--- src/rtl/irq_agg_pkg.sv ---
package irq_agg_pkg;
  localparam int unsigned MAP_FW  = 4;
  localparam int unsigned MAX_SRC = 64;
  localparam int unsigned MAP_W   = MAX_SRC * MAP_FW;

  typedef enum logic [1:0] {
    OFS_MASK = 2'd0,
    OFS_STAT = 2'd1,
    OFS_WAKE = 2'd2
  } reg_ofs_e;

  // Contiguous groups of nsrc/nevt sources per event
  function automatic logic [MAP_W-1:0] group_map(int unsigned nsrc, int unsigned nevt);
    logic [MAP_W-1:0] m;
    int unsigned grp;
    int unsigned ev;
    m   = '0;
    grp = (nsrc / nevt == 0) ? 1 : nsrc / nevt;
    for (int unsigned s = 0; s < MAX_SRC; s++) begin
      ev = s / grp;
      if (ev >= nevt) ev = nevt - 1;
      if (s < nsrc) m[s*MAP_FW +: MAP_FW] = MAP_FW'(ev);
    end
    return m;
  endfunction
endpackage

--- src/rtl/irq_src_qualify.sv ---
module irq_src_qualify
  import irq_agg_pkg::*;
#(
  parameter int unsigned     NUM_SRC = 32,
  parameter int unsigned     NUM_EVT = 4,
  parameter logic [MAP_W-1:0] SRC_EVT_MAP = group_map(32, 4)
) (
  input  logic [NUM_SRC-1:0] src_i,
  input  logic [NUM_SRC-1:0] mask_i,
  output logic [NUM_EVT-1:0] evt_o
);
  logic [NUM_SRC-1:0]              live;
  logic [NUM_EVT-1:0][NUM_SRC-1:0] sel;

  assign live = src_i & mask_i;

  for (genvar e = 0; e < NUM_EVT; e++) begin : g_evt
    for (genvar s = 0; s < NUM_SRC; s++) begin : g_src
      localparam logic HIT = (SRC_EVT_MAP[s*MAP_FW +: MAP_FW] == MAP_FW'(e));
      assign sel[e][s] = HIT & live[s];
    end
    assign evt_o[e] = |sel[e];
  end
endmodule

--- src/rtl/irq_evt_channel.sv ---
module irq_evt_channel (
  input  logic clk_i,
  input  logic rst_ni,
  input  logic evt_i,
  input  logic gie_i,
  input  logic ack_i,
  input  logic ret_i,
  output logic latch_o,
  output logic pend_o,
  output logic req_o
);
  logic sync_q, prev_q, latch_q, pend_q;
  logic edge_det, take;

  assign edge_det = sync_q & ~prev_q;
  assign req_o    = latch_q & gie_i;
  assign take     = ack_i & req_o;

  always_ff @(posedge clk_i or negedge rst_ni) begin
    if (!rst_ni) begin
      sync_q  <= 1'b0;
      prev_q  <= 1'b0;
      latch_q <= 1'b0;
      pend_q  <= 1'b0;
    end else begin
      sync_q  <= evt_i;
      prev_q  <= sync_q;
      // a fresh edge in the accept cycle stays queued
      latch_q <= edge_det | (latch_q & ~take);
      if (take)       pend_q <= 1'b1;
      else if (ret_i) pend_q <= 1'b0;
    end
  end

  assign latch_o = latch_q;
  assign pend_o  = pend_q;
endmodule

--- src/rtl/irq_regs.sv ---
module irq_regs
  import irq_agg_pkg::*;
#(
  parameter int unsigned NUM_SRC = 32
) (
  input  logic               clk_i,
  input  logic               rst_ni,
  input  logic [NUM_SRC-1:0] src_i,
  input  logic               we_i,
  input  logic [1:0]         addr_i,
  input  logic [NUM_SRC-1:0] wdata_i,
  output logic [NUM_SRC-1:0] rdata_o,
  input  logic               gie_set_i,
  input  logic               gie_clr_i,
  input  logic               idle_i,
  output logic [NUM_SRC-1:0] mask_o,
  output logic               gie_o,
  output logic               wake_o
);
  logic [NUM_SRC-1:0] mask_q, wake_q;
  logic               gie_q;

  always_ff @(posedge clk_i or negedge rst_ni) begin
    if (!rst_ni) begin
      mask_q <= '0;
      wake_q <= '0;
      gie_q  <= 1'b0;
    end else begin
      if (we_i && addr_i == OFS_MASK) mask_q <= wdata_i;
      if (we_i && addr_i == OFS_WAKE) wake_q <= wdata_i;
      if (gie_clr_i)      gie_q <= 1'b0;
      else if (gie_set_i) gie_q <= 1'b1;
    end
  end

  always_comb begin
    unique case (addr_i)
      OFS_MASK: rdata_o = mask_q;
      OFS_STAT: rdata_o = src_i;
      OFS_WAKE: rdata_o = wake_q;
      default:  rdata_o = '0;
    endcase
  end

  assign wake_o = idle_i & (|(src_i & wake_q));
  assign mask_o = mask_q;
  assign gie_o  = gie_q;
endmodule

--- src/rtl/irq_aggregator.sv ---
module irq_aggregator
  import irq_agg_pkg::*;
#(
  parameter int unsigned      NUM_SRC = 32,
  parameter int unsigned      NUM_EVT = 4,
  parameter logic [MAP_W-1:0] SRC_EVT_MAP = group_map(NUM_SRC, NUM_EVT)
) (
  input  logic               clk_i,
  input  logic               rst_ni,
  input  logic [NUM_SRC-1:0] src_irq_i,
  input  logic               reg_we_i,
  input  logic [1:0]         reg_addr_i,
  input  logic [NUM_SRC-1:0] reg_wdata_i,
  output logic [NUM_SRC-1:0] reg_rdata_o,
  input  logic               gie_set_i,
  input  logic               gie_clr_i,
  input  logic [NUM_EVT-1:0] ack_i,
  input  logic [NUM_EVT-1:0] ret_i,
  input  logic               idle_i,
  output logic [NUM_EVT-1:0] evt_req_o,
  output logic [NUM_EVT-1:0] latch_o,
  output logic [NUM_EVT-1:0] pend_o,
  output logic               wake_o
);
  logic [NUM_SRC-1:0] mask_q;
  logic [NUM_EVT-1:0] evt_in;
  logic               gie_q;

  irq_regs #(.NUM_SRC(NUM_SRC)) u_regs (
    .clk_i     (clk_i),
    .rst_ni    (rst_ni),
    .src_i     (src_irq_i),
    .we_i      (reg_we_i),
    .addr_i    (reg_addr_i),
    .wdata_i   (reg_wdata_i),
    .rdata_o   (reg_rdata_o),
    .gie_set_i (gie_set_i),
    .gie_clr_i (gie_clr_i),
    .idle_i    (idle_i),
    .mask_o    (mask_q),
    .gie_o     (gie_q),
    .wake_o    (wake_o)
  );

  irq_src_qualify #(
    .NUM_SRC     (NUM_SRC),
    .NUM_EVT     (NUM_EVT),
    .SRC_EVT_MAP (SRC_EVT_MAP)
  ) u_qual (
    .src_i  (src_irq_i),
    .mask_i (mask_q),
    .evt_o  (evt_in)
  );

  for (genvar e = 0; e < NUM_EVT; e++) begin : g_chan
    irq_evt_channel u_chan (
      .clk_i   (clk_i),
      .rst_ni  (rst_ni),
      .evt_i   (evt_in[e]),
      .gie_i   (gie_q),
      .ack_i   (ack_i[e]),
      .ret_i   (ret_i[e]),
      .latch_o (latch_o[e]),
      .pend_o  (pend_o[e]),
      .req_o   (evt_req_o[e])
    );
  end
endmodule

--- config.mk ---
export PLATFORM = sky130hd
export DESIGN_NAME = irq_aggregator
export DESIGN_NICKNAME = d
export VERILOG_FILES = /design/src/rtl/irq_agg_pkg.sv /design/src/rtl/irq_src_qualify.sv /design/src/rtl/irq_evt_channel.sv /design/src/rtl/irq_regs.sv /design/src/rtl/irq_aggregator.sv
export SDC_FILE = /design/constraint.sdc
export NUM_CORES = 1
export LEC_CHECK = 0
export CAP_MARGIN = 20
export CORE_MARGIN = 4
export CORE_UTILIZATION = 49
export CTS_BUF_LIST = sky130_fd_sc_hd__clkbuf_8
export DETAILED_ROUTE_END_ITERATION = 7
export PLACE_DENSITY = 0.91
export SLEW_MARGIN = 20
export SYNTH_ARGS = -nofsm -noshare
export SYNTH_HDL_FRONTEND = slang
export SYNTH_SLANG_ARGS = --single-unit
--- constraint.sdc ---
create_clock -name clk_i -period 1.6 [get_ports clk_i]
set_input_delay 0.16 -clock clk_i [delete_from_list [all_inputs] [get_ports clk_i]]
set_output_delay 0.16 -clock clk_i [all_outputs]
set_load 0.01 [all_outputs]
======== Word level (Yosys, flattened, before mapping) ========
Cells that the tools add are included.
W data, S select, Z words.
cells by class
  multiplexer cells ....................... 11
  multipliers ............................. 0
  bitwise logic cells ..................... 31
  add/subtract/negate cells ............... 0
  eq/ne operators ......................... 2
  shift operators ......................... 0
  divide/modulo/power cells ............... 0
  reduce and logical (&&, ||, !) cells .... 13
  magnitude comparators ................... 0
operators by type and width
  cell                  number
  $pmux W32 S3          1
  $and A32 B32 Y32      2
  $reduce_or A32 Y1     1
  $reduce_or A8 Y1      4
  $and A1 B1 Y1         17
  $mux W1               10
  $reduce_bool A2 Y1    5
  $not A1 Y1            8
  $or A1 B1 Y1          4
  $eq A2 B1 Y1 const B  1
  $eq A2 B2 Y1 const B  1
  $logic_and A1 B1 Y1   2
  $logic_not A2 Y1      1
word-level totals
  output and inout port bits .............. 45
  ROM bits ................................ 0
  RAM bits ................................ 0
  input port bits ......................... 80
  latch bits .............................. 0
  logic and storage cells ................. 76
  memories ................................ 0
  flip-flop bits (word level) ............. 81

======== Depth between registers and ports, before layout ========
Gate-level depths: netlist of the first run.
  depth in word-level cells ............... 5
  depth in mapped cells ................... 6
  depth with buffers taken out ............ 3

======== By module ========
Synthesis of the first run repeated with hierarchy kept, for this count alone.
unflattened totals
  cells, all modules ...................... 332
  area total of the unflattened synthesis .. 3,983.8 µm²
modules (own cells, without submodules)
  module           instances  sequential area each (µm²)  cells each  area each (µm²)
  irq_regs         1          1,626.6                     268         3,288.2
  irq_evt_channel  4          100.1                       11          137.6
  irq_src_qualify  1          0.0                         20          145.1

======== Least setup slack after synthesis of the first run ========
Ideal clock, no wire load.
  kind .................................... register to output
  start point ............................. register u_regs.wake_q[20]
  end point ............................... output port wake_o
  slack ................................... 0.357 ns
  buffers on the path ..................... 0
  arrival time ............................ 1.083 ns
  stages on the path, launching flop included .. 4
  data required time ...................... 1.440 ns
  path through ............................ dfrtp_1 -> a22oi_1 -> nand4_1 -> o41a_1
on the way
  word-level cells in the longest chain between the ends .. 3
RTL lines
  item                      RTL line              text
  start: declaration        irq_regs.sv:20        logic [NUM_SRC-1:0] mask_q, wake_q;
  start signal: assignment  irq_regs.sv:30        if (we_i && addr_i == OFS_WAKE) wake_q <= wdata_i;
  $and A32 B32 Y32          irq_regs.sv:45        assign wake_o = idle_i & (|(src_i & wake_q));
  $reduce_or A32 Y1         irq_regs.sv:45
  $and A1 B1 Y1             irq_regs.sv:45
  end: declaration          irq_aggregator.sv:23  output logic wake_o
No other way between the ends.

======== Worst setup path in the final report of the first run ========
  start point ............................. register u_regs.wake_q[19]
  end point ............................... output port wake_o
Same word-level chain as after synthesis.

==> results of run 1 <==
==> routing by layer <==
metal	up-vias	wire length, um	share of wire
met4	0	335	0.027
met1	1737	4861	0.39
li1	1618	-	-
met3	32	987	0.079
met5	-	0	0
met2	175	6283	0.50
==> logic make-up (layout without fill, tap and decap cells) <==
group	Yosys count	count (layout)	share of synthesized area
simple gates	58	58	0.06973
flops	81	81	0.4998
compound gates	73	73	0.1142
buf+inv	39	226	0.05955
mux	96	96	0.2567
==> final cells by class <==
class / instances / area, um2
flip-flops and latches: 81 / 2028
fillers: 498 / 1891
multi-input cells: 227 / 1848
repair buffers: 202 / 1762
well taps: 102 / 127.6
clock buffers: 9 / 123.9
clock inverters: 7 / 77.57
inverters: 8 / 30.03
==> sequential cells by signal (all words and copies together) (netlist names) <==
register	count
g_chan.u_chan.pend_o	4
u_regs.gie_o	1
g_chan.u_chan.latch_o	4
g_chan.u_chan.prev_q	4
u_regs.wake_q	32
u_regs.mask_o	32
g_chan.u_chan.sync_q	4
==> cell usage after synthesis <==
cell,number,area (um2)
mux2i_1,32,320.3
nand4_1,8,50.05
nand3_1,1,5.000
dfrtp_1,81,2027
buf_2,7,35.03
buf_4,15,112.6
buf_6,4,45.04
a22oi_1,32,240.2
mux2_1,4,45.04
mux2_2,60,675.7
clkbuf_1,5,18.77
a22o_1,3,26.28
nand2_1,40,150.1
nand3b_4,1,20.02
and2_1,4,25.02
o41a_1,1,11.26
nor2_1,2,7.510
o21ai_0,37,185.2
nor3b_4,1,18.77
nor2b_1,1,6.260
inv_1,8,30.03
==> final timing paths <==
check | startpoint | end
setup / recovery | u_regs.wake_q[19]$_DFFE_PN0P_ | wake_o
hold / removal | rst_ni | g_chan[3].u_chan.latch_o$_DFF_PN0_
max in group asynchronous | rst_ni | g_chan[0].u_chan.sync_q$_DFF_PN0_
min in group clk_i | gie_clr_i | u_regs.gie_o$_DFFE_PN0P_
hold reg to reg | g_chan[3].u_chan.sync_q$_DFF_PN0_ | g_chan[3].u_chan.prev_q$_DFF_PN0_
setup reg to reg | u_regs.wake_q[19]$_DFFE_PN0P_ | u_regs.wake_q[19]$_DFFE_PN0P_
==> through the flow <==
stage	hold slack [ns]	power, W	utilization
finish	0.2800	0.006119	0.7603
CTS	0.2678	0.006109	0.7541
floorplan	-0.1356	0.003592	-
detailed placement	0.1104	0.004660	0.7329
global placement	0.1011	0.004555	0.7329
global route	0.2960	0.006427	0.7603
==> worst max-delay path, cell delays in order, from the launching register on <==
cell and delay (ns):
dfrtp_1 0.41, a22oi_2 0.19, nand4_1 0.14, o41a_1 0.47, buf_2 0.16
==> power by group <==
part | internal, W | switching, W | total [W]
clock | 0.000735 | 0.000777 | 0.00151
combinational | 0.00109 | 0.000757 | 0.00184
sequential | 0.00245 | 0.000316 | 0.00276
==> what timing repair did <==
item,4_1_cts,5_1_grt
resized for setup,162,4
hold buffers,1,0
buffers inserted,6,1
cloned,1,1
endpoints found under the setup margin,37,31
pin swaps,4,3
hold endpoints to repair,27,0
==> run_results.csv, run 1 <==
group,metric,value,unit
status,outcome,"finished with violations",
status,violations,"setup timing",
cts,htreeDepth,3,
sta,finalSetupViolCount,1,
floorplanning,ios,125,
floorplanning,die-height,98.97,um
sta,finalClockSkew,0.01047,ns
global_routing,grt_pass1_wl,19700,um
global_routing,gr-usage-all-layers,0.2565,
setup_path,worstPathMaxFanout,2,
global_routing,grt_overflow,0,
setup_path,critPathArrivalTime,1.71,ns
pwr,p_leak,2.751,nW
yosys,avgSynthCellArea,11.69,um2
yosys,syn_nets,427,
global_routing,antenna_found_initial,0,
route,routed_via_density,5.601,
route,avgRoutedWirePerCell,19.60,um
sta,worstMarginPinSlew,0.3903,ns
floorplanning,fp.dieArea,9795,um2
sta,rsz0062_at_grt,"true",
layout,syn2layout_area_growth,47.89,%
layout,layout-drive-gt1-share,0.3801,
cts,path_clk_slew,0.09,ns
route,routed-via-count,3562,
setup_path,r2r_slack,0.57,ns
layout,antenna_cells,0,
yosys,synthDistinctLibCells,21,
cts,clockRootBuffer,"clkbuf_8",
yosys,synth_area,4055,um2
sta,max-slew-margin-rel,0.7398,
floorplanning,die_w,98.97,um
sta,fmax,535.6,MHz
setup_path,cp.required,1.44,ns
layout,fin_nets,609,
placement,dpl_worst_slack,-0.5671,ns
route,dr.pass1.iters,4,
sta,fin_crit,1.867,ns
sta,finalWorstSetupSlack,-0.2669,ns
pwr,vdd_ir_drop_max,0.4718,mV
placement,placed_cells,610,
layout,instances_no_fill,636,
placement,place.port_buffers,124,
placement,dpl_cell_area,5781,um2
placement,place.gp.congestion,0.9195,
route,drc,0,
global_routing,busiest_layer,"met2",
job,maxCapViolCount,0,
floorplanning,rows,32,
floorplanning,start_util,0.5141,
pwr,power_density,1020,nW/um2
yosys,yosysSeqAreaShare,0.4998,
yosys,synthCells,347,
global_routing,use_met2,0.4292,
yosys,yosys_register_bits,81,
sta,fin_setup_tns,-0.2669,ns
cts,clock_path_buffers,2,
placement,dp_hpwl,9108,um
setup_path,setup.worst_path.start_class,"register",
global_routing,grtUsageMet1,0.3367,
setup_path,cp-end-kind,"output pin",
route,detail_route.iter0.violations,160,
layout,final_cell_mix,"clkdlybuf4s50_1 (84), dfrtp_1 (80), buf_4 (69), mux2_2 (60), nand2_1 (40)",
yosys,yosys_warnings,0,
setup_path,path_class,"reg2out",
cts,numCtsBuffers,9,
sta,slew_viol_final,0,
min_path,hold_class,"in2async",
layout,postLayoutCellArea,5997,um2
setup_path,ff2ff_path_depth,3,
sta,hold_violations,0,
route,finalWirelength,12470,um
route,drtAntennaViolNets,0,
floorplanning,coreArea,7888,um2
sta,period_share,1.167,
layout,final_common_cell,"clkdlybuf4s50_1",
cts,cts_tree,"built",
global_routing,use_met3,0.04600,
global_routing,grt_max_degree,42,
cts,clock_latency,0.35,ns
global_routing,grt_pass1_vias,3715,
cts,cts_num_sinks,81,
Note: power is estimated with default switching activity, not from simulation.
==> run 2, diff against run 1 <==
- SLEW_MARGIN: 20 -> unset
==> results of run 2 <==
Same layout as run 1: the final DEF is identical, and so are final timing and power.
